$ cat src/rtl/pclk_pkg.sv
package pclk_pkg;
  localparam int DIV_W   = 6;
  localparam int SRC_W   = 2;
  localparam int SRC_LSB = 4;
  localparam int D1_LSB  = 8;
  localparam int D2_LSB  = 20;
  localparam int BYP_BIT = 6;

  typedef enum logic [SRC_W-1:0] {
    SRC_IO_A = 2'd0,
    SRC_IO_B = 2'd1,
    SRC_CPU  = 2'd2,
    SRC_MEM  = 2'd3
  } src_e;

  typedef struct packed {
    src_e             src;
    logic [DIV_W-1:0] d1;
    logic [DIV_W-1:0] d2;
  } div_cfg_t;
endpackage

$ cat src/rtl/pclk_regs.sv
module pclk_regs #(
  parameter int          DATA_W    = 32,
  parameter int          ADDR_W    = 2,
  parameter int          GATE_WORD = 2,
  parameter bit          SEP_GATE  = 1'b0,
  parameter logic [31:0] CTRL_MASK = 32'h0,
  parameter logic [31:0] CTRL_RST  = 32'h0
) (
  input  logic              clk,
  input  logic              rst_n,
  input  logic              wr_en,
  input  logic [ADDR_W-1:0] wr_addr,
  input  logic [DATA_W-1:0] wr_data,
  input  logic [ADDR_W-1:0] rd_addr,
  output logic [DATA_W-1:0] rd_data,
  output logic [DATA_W-1:0] ctrl_q,
  output logic              gate_off
);
  localparam logic [ADDR_W-1:0] CTRL_A = '0;
  localparam logic [ADDR_W-1:0] GATE_A = ADDR_W'(GATE_WORD);

  logic [DATA_W-1:0] ctrl_d;
  logic              ctrl_we;

  assign ctrl_we = wr_en && (wr_addr == CTRL_A);
  assign ctrl_d  = wr_data & CTRL_MASK[DATA_W-1:0];

  always_ff @(posedge clk or negedge rst_n) begin
    if (!rst_n)       ctrl_q <= CTRL_RST[DATA_W-1:0];
    else if (ctrl_we) ctrl_q <= ctrl_d;
  end

  generate
    if (SEP_GATE) begin : g_gate
      logic gate_q;
      logic gate_we;
      assign gate_we = wr_en && (wr_addr == GATE_A);
      always_ff @(posedge clk or negedge rst_n) begin
        if (!rst_n)       gate_q <= 1'b1;
        else if (gate_we) gate_q <= wr_data[0];
      end
      assign gate_off = gate_q;
    end else begin : g_nogate
      assign gate_off = 1'b0;
    end
  endgenerate

  always_comb begin
    rd_data = '0;
    if (rd_addr == CTRL_A)                 rd_data = ctrl_q;
    else if (SEP_GATE && rd_addr == GATE_A) rd_data[0] = gate_off;
  end

  AST_CTRL_MASKED: assert property (@(posedge clk) disable iff (!rst_n)
    (ctrl_q & ~CTRL_MASK[DATA_W-1:0]) == '0);
endmodule

$ cat src/rtl/pclk_div_stage.sv
module pclk_div_stage #(
  parameter int DIV_W = 6
) (
  input  logic             clk,
  input  logic             rst_n,
  input  logic             in_tick,
  input  logic [DIV_W-1:0] divisor,
  output logic             out_tick
);
  logic [DIV_W-1:0] cnt_q, cnt_d, last;

  assign last     = (divisor == '0) ? '0 : divisor - 1'b1;
  assign out_tick = in_tick && (cnt_q == last);

  always_comb begin
    cnt_d = cnt_q;
    if (out_tick)     cnt_d = '0;
    else if (in_tick) cnt_d = cnt_q + 1'b1;
  end

  always_ff @(posedge clk or negedge rst_n) begin
    if (!rst_n) cnt_q <= '0;
    else        cnt_q <= cnt_d;
  end

  AST_CNT_BOUND: assert property (@(posedge clk) disable iff (!rst_n)
    cnt_q <= last);
endmodule

$ cat src/rtl/pclk_out_gate.sv
module pclk_out_gate #(
  parameter int NUM_OUT = 2
) (
  input  logic               clk,
  input  logic               rst_n,
  input  logic               div_tick,
  input  logic               ext_tick,
  input  logic               byp_sel,
  input  logic [NUM_OUT-1:0] en,
  output logic [NUM_OUT-1:0] out_q
);
  logic               pre_tick;
  logic [NUM_OUT-1:0] out_d;

  assign pre_tick = byp_sel ? ext_tick : div_tick;

  always_comb begin
    for (int i = 0; i < NUM_OUT; i++) out_d[i] = pre_tick & en[i];
  end

  always_ff @(posedge clk or negedge rst_n) begin
    if (!rst_n) out_q <= '0;
    else        out_q <= out_d;
  end

  AST_QUIET_NO_SRC: assert property (@(posedge clk) disable iff (!rst_n)
    (!div_tick && !ext_tick) |=> (out_q == '0));
  AST_BYP_BLOCKS_DIV: assert property (@(posedge clk) disable iff (!rst_n)
    (byp_sel && !ext_tick) |=> (out_q == '0));

  genvar g;
  generate
    for (g = 0; g < NUM_OUT; g++) begin : g_chk
      AST_GATED_LOW: assert property (@(posedge clk) disable iff (!rst_n)
        !en[g] |=> !out_q[g]);
    end
  endgenerate
endmodule

$ cat src/rtl/pclk_gen.sv
module pclk_gen
  import pclk_pkg::*;
#(
  parameter int NUM_OUT    = 2,
  parameter bit DUAL_DIV   = 1'b1,
  parameter bit EXT_BYPASS = 1'b1,
  parameter bit SEP_GATE   = 1'b0,
  parameter int DATA_W     = 32,
  parameter int ADDR_W     = 2,
  parameter int GATE_WORD  = 2
) (
  input  logic               clk,
  input  logic               rst_n,
  input  logic               io_tick,
  input  logic               cpu_tick,
  input  logic               mem_tick,
  input  logic               ext_tick,
  input  logic               wr_en,
  input  logic [ADDR_W-1:0]  wr_addr,
  input  logic [DATA_W-1:0]  wr_data,
  input  logic [ADDR_W-1:0]  rd_addr,
  output logic [DATA_W-1:0]  rd_data,
  output logic [NUM_OUT-1:0] clk_tick
);
  function automatic logic [31:0] ctrl_mask();
    logic [31:0] m;
    m = '0;
    m[SRC_LSB +: SRC_W] = '1;
    m[D1_LSB  +: DIV_W] = '1;
    if (DUAL_DIV)   m[D2_LSB +: DIV_W] = '1;
    if (EXT_BYPASS) m[BYP_BIT] = 1'b1;
    if (!SEP_GATE)  m[NUM_OUT-1:0] = '1;
    return m;
  endfunction

  localparam logic [31:0] CTRL_MASK = ctrl_mask();
  localparam logic [31:0] CTRL_RST  = (32'd1 << D1_LSB) |
                                      (DUAL_DIV ? (32'd1 << D2_LSB) : 32'd0);

  logic [DATA_W-1:0]  ctrl_q;
  logic               gate_off;
  div_cfg_t           act_q, act_d, pend;
  logic               sel_tick, t1, div_tick, byp_sel;
  logic [NUM_OUT-1:0] en;
  logic               unused_ctrl;

  pclk_regs #(
    .DATA_W(DATA_W), .ADDR_W(ADDR_W), .GATE_WORD(GATE_WORD),
    .SEP_GATE(SEP_GATE), .CTRL_MASK(CTRL_MASK), .CTRL_RST(CTRL_RST)
  ) u_regs (
    .clk(clk), .rst_n(rst_n), .wr_en(wr_en), .wr_addr(wr_addr),
    .wr_data(wr_data), .rd_addr(rd_addr), .rd_data(rd_data),
    .ctrl_q(ctrl_q), .gate_off(gate_off)
  );

  assign unused_ctrl = ^ctrl_q;

  assign pend.src = src_e'(ctrl_q[SRC_LSB +: SRC_W]);
  assign pend.d1  = ctrl_q[D1_LSB +: DIV_W];
  assign pend.d2  = DUAL_DIV ? ctrl_q[D2_LSB +: DIV_W] : DIV_W'(1);

  always_comb begin
    unique case (act_q.src)
      SRC_IO_A, SRC_IO_B: sel_tick = io_tick;
      SRC_CPU:            sel_tick = cpu_tick;
      default:            sel_tick = mem_tick;
    endcase
  end

  always_comb begin
    act_d = act_q;
    if (div_tick) act_d = pend;
  end

  always_ff @(posedge clk or negedge rst_n) begin
    if (!rst_n) begin
      act_q.src <= SRC_IO_A;
      act_q.d1  <= DIV_W'(1);
      act_q.d2  <= DIV_W'(1);
    end else begin
      act_q <= act_d;
    end
  end

  pclk_div_stage #(.DIV_W(DIV_W)) u_div1 (
    .clk(clk), .rst_n(rst_n), .in_tick(sel_tick),
    .divisor(act_q.d1), .out_tick(t1)
  );

  generate
    if (DUAL_DIV) begin : g_dual
      pclk_div_stage #(.DIV_W(DIV_W)) u_div2 (
        .clk(clk), .rst_n(rst_n), .in_tick(t1),
        .divisor(act_q.d2), .out_tick(div_tick)
      );
    end else begin : g_single
      logic unused_d2;
      assign unused_d2 = ^act_q.d2;
      assign div_tick  = t1;
    end

    if (EXT_BYPASS) begin : g_byp
      assign byp_sel = ctrl_q[BYP_BIT];
    end else begin : g_nobyp
      assign byp_sel = 1'b0;
    end

    if (SEP_GATE) begin : g_sep
      assign en = {NUM_OUT{~gate_off}};
    end else begin : g_bits
      assign en = ctrl_q[NUM_OUT-1:0];
    end
  endgenerate

  pclk_out_gate #(.NUM_OUT(NUM_OUT)) u_gate (
    .clk(clk), .rst_n(rst_n), .div_tick(div_tick), .ext_tick(ext_tick),
    .byp_sel(byp_sel), .en(en), .out_q(clk_tick)
  );

  AST_CFG_HOLD: assert property (@(posedge clk) disable iff (!rst_n)
    !div_tick |=> $stable(act_q));
  AST_DIV_NEEDS_SRC: assert property (@(posedge clk) disable iff (!rst_n)
    div_tick |-> sel_tick);
endmodule

$ cat config.mk
export PLATFORM = sky130hd
export DESIGN_NAME = pclk_gen
export DESIGN_NICKNAME = d
export VERILOG_FILES = /design/src/rtl/pclk_pkg.sv /design/src/rtl/pclk_regs.sv /design/src/rtl/pclk_div_stage.sv /design/src/rtl/pclk_out_gate.sv /design/src/rtl/pclk_gen.sv
export SDC_FILE = /design/constraint.sdc
export NUM_CORES = 1
export LEC_CHECK = 0
export ABC_CLOCK_PERIOD_IN_PS = 5150
export BUFFER_PORTS_ARGS = -buffer_cell sky130_fd_sc_hd__buf_4
export CAP_MARGIN = 30
export CORE_ASPECT_RATIO = 0.7
export CORE_MARGIN = 3
export CORE_UTILIZATION = 49
export CTS_CLUSTER_SIZE = 28
export DETAILED_ROUTE_END_ITERATION = 8
export GPL_TIMING_DRIVEN = 0
export MAX_ROUTING_LAYER = met4
export PLACE_DENSITY_LB_ADDON = 0.05
export SLEW_MARGIN = 20
export SYNTH_ARGS = -nofsm -noshare
export SYNTH_HDL_FRONTEND = slang
export SYNTH_SLANG_ARGS = --single-unit
$ cat constraint.sdc
create_clock -name clk -period 5.15 [get_ports clk]
set_input_delay 1.03 -clock clk [delete_from_list [all_inputs] [get_ports clk]]
set_output_delay 1.03 -clock clk [all_outputs]
set_load 0.05 [all_outputs]
==> impl_metrics.json <==
{
  "grt_pass1_vias": 1774,
  "routed_wl_um": 5180,
  "gp_congestion": 0.786,
  "synth_compound_area_share_pct": 9.02,
  "synth_edf_count": 0,
  "crit_fanout": 10,
  "grtUsageTotal_pct": 18.6,
  "leakagePower_nw": 1.58,
  "cpPeakStageDelay_ns": 0.36,
  "setup_viol": 0,
  "synth.avg_cell_area_sq_um": 10.8,
  "drv_slew": 0,
  "r2r_end": "act_q[5]",
  "fmax_ghz": 0.308,
  "grt_max_degree": 46,
  "r2r_slack_ns": 2.31,
  "yosysUniqueCellTypes": 45,
  "yosys.area.top_type": "dfrtp_1",
  "holdPathStages": 1,
  "synth_ff_type": "dfrtp_1",
  "cts_made_buffers": 5,
  "tns_ns": 0,
  "clockPowerShare_pct": 21.6,
  "ys_seq_area_share_pct": 42.7,
  "yosysTopAreaCellShare_pct": 38.7,
  "clock_skew_ns": 0.0107,
  "comb_power_share_pct": 32.3,
  "crit_chain": "buf_4, nor2_1, clkbuf_1, and2_1, buf_4",
  "cts.sinks": 45,
  "rsz0062_at_grt": "false",
  "cp.arrival_ns": 2.22,
  "outcome": "finished clean",
  "cpMostUsedCell": "buf_4",
  "post_cts_buffers": 0,
  "gr-total-overflow": 0,
  "r2r_cells": 10,
  "ioPinCount": 77,
  "antenna_left": 0,
  "finalCritPeriodShare_pct": 63.0,
  "synth_simple_gate_area_share_pct": 17.5,
  "cts-resized-gates": 0,
  "grt_pass1_wl_um": 8630,
  "yosys_warnings": 0,
  "intPower_mw": 0.660,
  "synthArstFlopShare_pct": 100,
  "port_buffers": 46,
  "crit_buf_inv": 3,
  "cp_top_family": "buffers and inverters",
  "muxShareOfSynthArea_pct": 15.8,
  "switching_share_pct": 36.0,
  "ctsHtreeMaxLevel": 2,
  "clkTransAtPathRegs_ns": 0.08,
  "whs_endpoint": "act_q[11]",
  "powerDensity_nw_per_um2": 320,
  "synth_top_family_by_area": "simple AND/OR/NAND/NOR gates",
  "tightest_slew_ns": 0.563,
  "die_area_sq_um": 6340,
  "synth_fa_ha_area_share_pct": 1.89,
  "synth_area_leaders": "dfrtp_1, mux2_2, mux2_4, buf_4, dfstp_2",
  "r2r_start": "act_q[7]",
  "drive_gt1_share_pct": 36.7,
  "die_y_um": 67.5,
  "hpwlAfterDp_um": 3870,
  "start_util_pct": 53.1,
  "num_antenna_cells": 0,
  "num_vias": 1860,
  "period_needed_ns": 3.25,
  "netlist_area_sq_um": 2650,
  "dpl_worst_slack_ns": 1.91,
  "crit_path_end_kind": "output port",
  "sequentialPowerShare_pct": 46.1,
  "syn_to_final_growth_pct": 21.7,
  "start_kind": "input pin",
  "clk_path_buf_depth": 2,
  "required_ns": 4.12,
  "p_total_mw": 1.03,
  "hold_buffers": 0,
  "antenna_found_initial": 0,
  "crit_type": "in -> out",
  "drc": 0,
  "irDropWorstVdd_uv": 167,
  "core_area_sq_um": 4990,
  "synthXorXnorAreaFrac_pct": 5.29,
  "seqCellArea_sq_um": 1130,
  "fin_nets": 359,
  "worst_slack_ns": 1.90,
  "ys_ff_latch": 45,
  "relSlewSlack_pct": 62.5,
  "switching_power_mw": 0.371,
  "multi_input_area_sq_um": 1370,
  "syn_inst": 245,
  "fillers": 426,
  "dr.pass1.iters": 4,
  "clkLatencyLatePin_ns": 0.30,
  "crit_start": "rd_addr[1]",
  "drv_cap": 0,
  "root_buffer": "clkbuf_8",
  "die_w_um": 93.9,
  "drtIter0Drc": 70,
  "wl_per_cell_um": 13.5,
  "vias_per_cell": 4.87,
  "timing.final.hold_violations": 0,
  "slowest_stage": "clkbuf_1",
  "num_rows": 21,
  "worstHoldStart": "u_regs.ctrl_q[13]",
  "hold_class": "reg -> reg",
  "cts_tree": "yes"
}
==> synthesized netlist by cell type, types with 4 or more instances <==
cell type and number:
a21oi_1 11, and2_1 16, buf_4 15, clkbuf_1 6, dfrtp_1 41, dfstp_2 4, ha_1 4, inv_1 10
mux2_2 22, mux2_4 8, mux2i_1 5, nand2_1 13, nand2b_1 4, nand3_1 9, nor2_1 13, o21ai_0 6
o22ai_1 4, xnor2_1 8, xor2_1 8
==> kinds of logic (layout without fill, tap and decap cells) <==
kind of cell / Yosys count / count (layout)
other: 1 / 15
flip-flops: 45 / 45
multiplexers: 35 / 35
XOR/XNOR: 16 / 16
AND/OR/NAND/NOR: 76 / 76
AO/OA/AOI/OAI: 34 / 34
buffers and inverters: 34 / 88
adder cells (fa/ha/maj): 4 / 4
==> how the worst max path moves through the flow <==
stage	end	slack (ns)	cells past startpoint
finish	rd_data[22]	1.90	5
global route	rd_data[21]	1.73	5
CTS	rd_data[13]	1.91	5
detailed placement	rd_data[13]	1.91	5
global placement	rd_data[21]	1.91	5
floorplan	rd_data[6]	1.99	1
==> power groups by stage <==
stage	combinational, mW	clock [mW]	sequential (mW)
final	0.333	0.223	0.475
after global routing	0.366	0.246	0.483
after CTS	0.334	0.232	0.474
after detailed placement	0.332	0	0.480
after global placement	0.329	0	0.478
after floorplan	0.256	0	0.467
==> state kept, by name, summed over array words and instances, names as in the netlist <==
signal	cells
u_regs.ctrl_q	17
act_q	14
g_dual.u_div2.cnt_q	6
u_div1.cnt_q	6
u_gate.out_q	2
==> layout make-up <==
cell class	count	share of cell area [%]
Multi-Input combinational cell	180	42.4
Sequential cell	45	35.1
Timing Repair Buffer	46	10.7
Buffer	24	5.12
Clock buffer	8	2.80
Tap cell	69	2.68
Inverter	10	1.16
==> through the flow <==
step / util, % / instance area, sq um / cells / hold WS [ns]
after floorplan: - / 2700 / 259 / 0.489
after global placement: 62.8 / 3130 / 374 / 0.508
after detailed placement: 62.8 / 3130 / 374 / 0.509
after CTS: 64.6 / 3220 / 382 / 0.527
after global routing: 64.6 / 3220 / 382 / 0.552
final: 64.6 / 3220 / 382 / 0.520
==> layout by cell type (no fill, tap or decap), types with 2 or more instances in the layout <==
cell,n
mux2i_1,5
dfstp_2,4
or3_1,2
mux2_2,22
xnor2_1,8
o22ai_1,4
o21ai_0,6
mux2_4,8
nand4_4,2
nor3_2,2
ha_1,4
a211oi_1,2
clkbuf_1,8
a31o_2,2
a21o_1,2
nor3_1,3
nand3_1,9
xor2_1,8
and3_1,2
dfrtp_1,41
inv_1,10
clkbuf_8,6
nand2b_1,4
buf_2,2
and2_1,16
nand2_1,13
nor3b_1,3
buf_4,61
conb_1,15
nor2_1,13
a21oi_1,11
==> metal layers <==
metal	share of wire (%)	wire length (um)	GRT usage, %
met1	51	2640	24.1
met2	43	2220	28.2
met3	4.9	254	5.79
met4	1.1	55	5.41
met5	0	0	-
Power figures use the tool's default switching activity.
